File: src/rtl/sup_reset_ctrl.sv
module sup_reset_ctrl #(
  parameter int SHORT_CYC = 15,
  parameter int LONG_CYC  = 225,
  parameter int WD_CYC    = 40
) (
  input  logic clk,
  input  logic arst_n,
  input  logic supply_ok,
  input  logic mr_n,
  input  logic wdi,
  input  logic tsel,
  output logic rst_out,
  output logic rst_out_n
);
  localparam int MAXC = (LONG_CYC > SHORT_CYC) ?
                        ((LONG_CYC > WD_CYC) ? LONG_CYC : WD_CYC) :
                        ((SHORT_CYC > WD_CYC) ? SHORT_CYC : WD_CYC);
  localparam int CW = $clog2(MAXC + 1);
  localparam logic [CW-1:0] SHORT_M1 = CW'(SHORT_CYC - 1);
  localparam logic [CW-1:0] LONG_M1  = CW'(LONG_CYC - 1);
  localparam logic [CW-1:0] WD_M1    = CW'(WD_CYC - 1);

  logic mr_s1, mr_s2, wd_s1, wd_s2, wd_prev;
  logic rst_q, sel_q;
  logic [CW-1:0] cnt, wd_cnt;
  logic cause, kick, wd_fire;
  logic [CW-1:0] limit_m1;

  assign cause    = !supply_ok || !mr_s2;
  assign kick     = wd_s2 ^ wd_prev;
  assign limit_m1 = sel_q ? LONG_M1 : SHORT_M1;
  assign wd_fire  = !rst_q && !cause && !kick && (wd_cnt == WD_M1);
  assign rst_out   = rst_q || cause;
  assign rst_out_n = !rst_out;

  always_ff @(posedge clk or negedge arst_n) begin
    if (!arst_n) begin
      mr_s1 <= 1'b1; mr_s2 <= 1'b1;
      wd_s1 <= 1'b0; wd_s2 <= 1'b0; wd_prev <= 1'b0;
    end else begin
      mr_s1 <= mr_n; mr_s2 <= mr_s1;
      wd_s1 <= wdi;  wd_s2 <= wd_s1; wd_prev <= wd_s2;
    end
  end

  always_ff @(posedge clk or negedge arst_n) begin
    if (!arst_n) begin
      rst_q <= 1'b1;
      cnt   <= '0;
      sel_q <= 1'b0;
    end else begin
      if (cause || wd_fire || !rst_q) sel_q <= tsel;
      if (cause || wd_fire) begin
        rst_q <= 1'b1;
        cnt   <= '0;
      end else if (rst_q) begin
        if (cnt == limit_m1) begin
          rst_q <= 1'b0;
          cnt   <= '0;
        end else begin
          cnt <= cnt + 1'b1;
        end
      end
    end
  end

  always_ff @(posedge clk or negedge arst_n) begin
    if (!arst_n)                    wd_cnt <= '0;
    else if (rst_out || kick)       wd_cnt <= '0;
    else if (wd_cnt != WD_M1)       wd_cnt <= wd_cnt + 1'b1;
    else                            wd_cnt <= '0;
  end

  AST_SUPPLY_LOW_RESETS: assert property (@(posedge clk) disable iff (!arst_n)
    !supply_ok |=> rst_q);
  AST_CNT_IN_RANGE: assert property (@(posedge clk) disable iff (!arst_n)
    cnt <= limit_m1);
  AST_RELEASE_AT_END: assert property (@(posedge clk) disable iff (!arst_n)
    (rst_q && !cause && !wd_fire && cnt == limit_m1) |=> !rst_q);
  AST_KICK_CLEARS_WD: assert property (@(posedge clk) disable iff (!arst_n)
    kick |=> wd_cnt == '0);
  AST_WD_FROZEN: assert property (@(posedge clk) disable iff (!arst_n)
    rst_out |=> wd_cnt == '0);
  AST_SEL_HELD: assert property (@(posedge clk) disable iff (!arst_n)
    (rst_q && cnt != '0) |-> $stable(sel_q));
endmodule

File: config.mk
export PLATFORM = sky130hd
export DESIGN_NAME = sup_reset_ctrl
export DESIGN_NICKNAME = d
export VERILOG_FILES = /design/src/rtl/sup_reset_ctrl.sv
export SDC_FILE = /design/constraint.sdc
export NUM_CORES = 1
export LEC_CHECK = 0
export CAP_MARGIN = 10
export CORE_MARGIN = 5
export CORE_UTILIZATION = 40
export CTS_BUF_LIST = sky130_fd_sc_hd__clkbuf_2 sky130_fd_sc_hd__clkbuf_4 sky130_fd_sc_hd__clkbuf_8
export DETAILED_ROUTE_END_ITERATION = 7
export GPL_TIMING_DRIVEN = 0
export SETUP_SLACK_MARGIN = 0.1
export SLEW_MARGIN = 20
export SYNTH_ARGS = -nofsm -noshare
export SYNTH_HDL_FRONTEND = slang
export SYNTH_SLANG_ARGS = --single-unit
File: constraint.sdc
create_clock -name clk -period 1.8 [get_ports clk]
set_clock_uncertainty 0.1 [all_clocks]
set_input_delay 0.18 -clock clk [delete_from_list [all_inputs] [get_ports clk]]
set_output_delay 0.18 -clock clk [all_outputs]
set_load 0.02 [all_outputs]
==> metrics.md <==
| Metric | Value |
|---|---|
| First-pass GRT wire length | between 3000 and 4000 um |
| Core area | between 2000 and 2500 sq um |
| Hold Fails Final Rpt | 0 |
| Die H | a little over 60 um |
| DR DRC count | 0 |
| Worst-Margin Slew | ~0.50 ns |
| CP delay by family, top | compound AO/OA/AOI/OAI gates |
| CP Max Fanout | 8 |
| Maximum clock frequency | 616 MHz |
| Sequential area share after synthesis | between 50% and 60% |
| CP peak stage delay | around 0.39 ns |
| Final Net Count | approximately 120 |
| RSZ-0062 raised after global routing | yes |
| # rows | 18 |
| 1st-pass router iterations | 4 |
| CTS buffer count | 3 |
| Total gr overflow | 0 |
| # H-tree levels | 1 |
| RePlAce Congestion | about 0.74 |
| FF-to-FF path depth | 6 |
| Clk sinks | 23 |
| Hold_sp | mr_n |
| Drt wl/cell | ~13 um |
| Syn Std Cell Area | between 1000 and 1500 sq um |
| Avg Cell Area, Syn | 11.1 sq um |
| Die W | 61.6 um |
| Initial core utilization | a little over two fifths |
| Largest area contributor in the netlist | dfrtp_1 |
| Reg2Reg Launch Point | wd_cnt[0] |
| Pwr/cell area | between 600 and 700 nW/um^2 |
| Worst hold path stage count | 1 |
| Vias in the first global route | around 730 |
| Multi-input gate area | about 480 sq um |
| Cell variety after synth | 32 |
| Post-CTS Setup Inserts | 0 |
| Clk_lat worst skew | 0.31 ns |
| Largest net degree at the start of global routing | 24 |
| Bufs on Longest Clock Path | 2 |
| Final setup vio count | 0 |
| Worst-path cell with the longest stage delay | dfrtp_1 |
| Status | finished clean |
| Die Area | between 3000 and 4000 sq um |
| IO Count | 8 |
| Maximum vdd drop | 0.389 mV |
| Slew Viols, Final | 0 |
| Worst setup EP type | flop |
| Cell Chain, Critical Path | ha_2 > nand3_1 > nand2b_2 > o21a_4 > a31oi_1 > mux2i_1 |
| Leading post-synthesis cells by cell area | dfrtp_1 (47%), dfstp_2 (7.4%), xnor2_1 (4.9%) |
| Via Count | 711 |
| Clock-pin slew on the worst setup and hold paths | roughly 0.13 ns |
| Synth top area share | a little under half |
| Antenna viol nets, final | 0 |
| # diodes | 0 |
| Tcrit/Tclk final | between 90 and 100% |
| CTS root buf | clkbuf_4 |
| Lkg Pwr | approximately 0.47 nW |
| Reg area | ~580 sq um |
| Setup TNS | 0 ns |
| Minimum clock period | between 1.5 and 2 ns |
| Most common cell after layout, fill and taps aside | dfrtp_1 |
| Share of cells above drive strength 1 | between 20 and 25% |
| TritonCTS clock tree | yes |
| Via-to-Cell Ratio | a little over 5 |
| #FFs+latches synth | 23 |
| R2R setup slack | between 0.15 and 0.2 ns |
| Placed Area | between 1000 and 1500 sq um |
| Total of max-cap violations | 0 |
| Antenna violations before repair | 0 |
| DP Wirelength | ~1200 um |
| Layout fillers | about 220 |
| Finished Cell Area | 1210 sq um |
| Post-synthesis instance total | 96 |
| Iter 0 DRT Violations | 6 |
| HP Class | primary input to flop |
| IO Port Bufs | 7 |
| Yosys warnings | 0 |
| Layout Area Growth over Synthesis | 13.9% |
| Hold EP | mr_s1 |
| CP Buf/Inv Count | 0 |
| Setup CP Type | flop to flop |
| Crit path launch type | flop |
| Net count after synthesis | approximately 100 |
| FF-to-FF End | cnt[2] |
| Slew margin rel. | 66.3% |
| Global-route usage over all layers | between 10% and 20% |
| Required time of the worst setup path | 1.91 ns |
| Worst EP arrival | about 1.7 ns |
| WL final | roughly 1800 um |
| Commonest non-fill, non-tap cells in the layout | dfrtp_1 (20), nor2_1 (12), nand3_1 (9), nand2_1 (9), xnor2_1 (6) |
## layout make-up
class	instances	area share, %
Buffer	1	0.413
Clock buffer	3	1.86
Clock inverter	1	0.413
Inverter	3	0.930
Multi-Input combinational cell	69	39.8
Sequential cell	23	47.8
Tap cell	30	3.10
Timing Repair Buffer	8	5.68
## power breakdown
group,switching [mW],internal [mW],leakage (nW)
combinational,0.0210,0.0179,0.156
sequential,0.00783,0.528,0.301
clock,0.160,0.0832,0.0177
## worst max path at each step
stage / cells past startpoint / startpoint / to / slack (ns)
finish: 6 / wd_cnt[0] / cnt[2] / 0.18
global route: 6 / wd_cnt[0] / cnt[2] / 0.05
CTS: 3 / mr_s2 / rst_out_n / 0.09
detailed placement: 4 / supply_ok / rst_out_n / 0.02
global placement: 4 / supply_ok / rst_out_n / 0.02
floorplan: 6 / mr_s2 / cnt[2] / 0.11
## Yosys cell counts, drive strengths merged
cell and instances:
xor2 4, nand4b 1, o21a 1, nor2 12, nand3 9, a31oi 1, a32o 1, nand4 2
nor4 3, nand2b 1, mux2i 1, or2 1, dfrtp 20, nand2 11, and3 2, o311ai 2
dfstp 3, buf 1, mux2 1, inv 3, ha 2, nand3b 1, o211ai 1, o21ai 5
xnor2 6, a21o 1
## kinds of logic after synthesis
group	share of synthesized area [%]
AO/OA/AOI/OAI	9.65
XOR/XNOR	8.23
adder cells (fa/ha/maj)	2.35
buffers and inverters	1.53
flip-flops	54.5
multiplexers	2.00
AND/OR/NAND/NOR	21.8
## per-layer routing
metal | vias to the layer above | track usage [%] | part of all wire (%) | wire length (um)
met1 | 338 | 16.0 | 50 | 918
met3 | 4 | 2.73 | 3.2 | 59
li1 | 359 | - | - | -
met4 | 0 | 7.27 | 2.4 | 43
met2 | 10 | 17.9 | 44 | 799
met5 | - | 0 | 0 | 0
## per-stage QoR
step | power, mW | setup WS (ns) | utilization (%) | hold WS [ns] | instances
after floorplan | 0.559 | 0.107 | - | -0.216 | 96
after global placement | 0.584 | 0.0175 | 46.9 | 0.239 | 133
after detailed placement | 0.585 | 0.0239 | 46.9 | 0.238 | 133
after CTS | 0.829 | 0.0906 | 47.9 | 0.138 | 137
after global routing | 0.856 | 0.0548 | 48.4 | 0.137 | 138
final | 0.818 | 0.176 | 48.4 | 0.151 | 138
## flip-flops by register name, summed over array words and instances, names as in the netlist
signal   cells
sel_q        1
mr_s2        1
cnt          8
rst_q        1
wd_s2        1
mr_s1        1
wd_cnt       8
wd_prev      1
wd_s1        1
## repair_timing
action	4_1_cts	5_1_grt
gates cloned	0	0
setup endpoints to repair	2	9
resized for setup	2	5
hold buffers	0	1
pin swaps	0	0
endpoints found under the hold margin	0	20
Note: power is estimated with default switching activity, not from simulation.
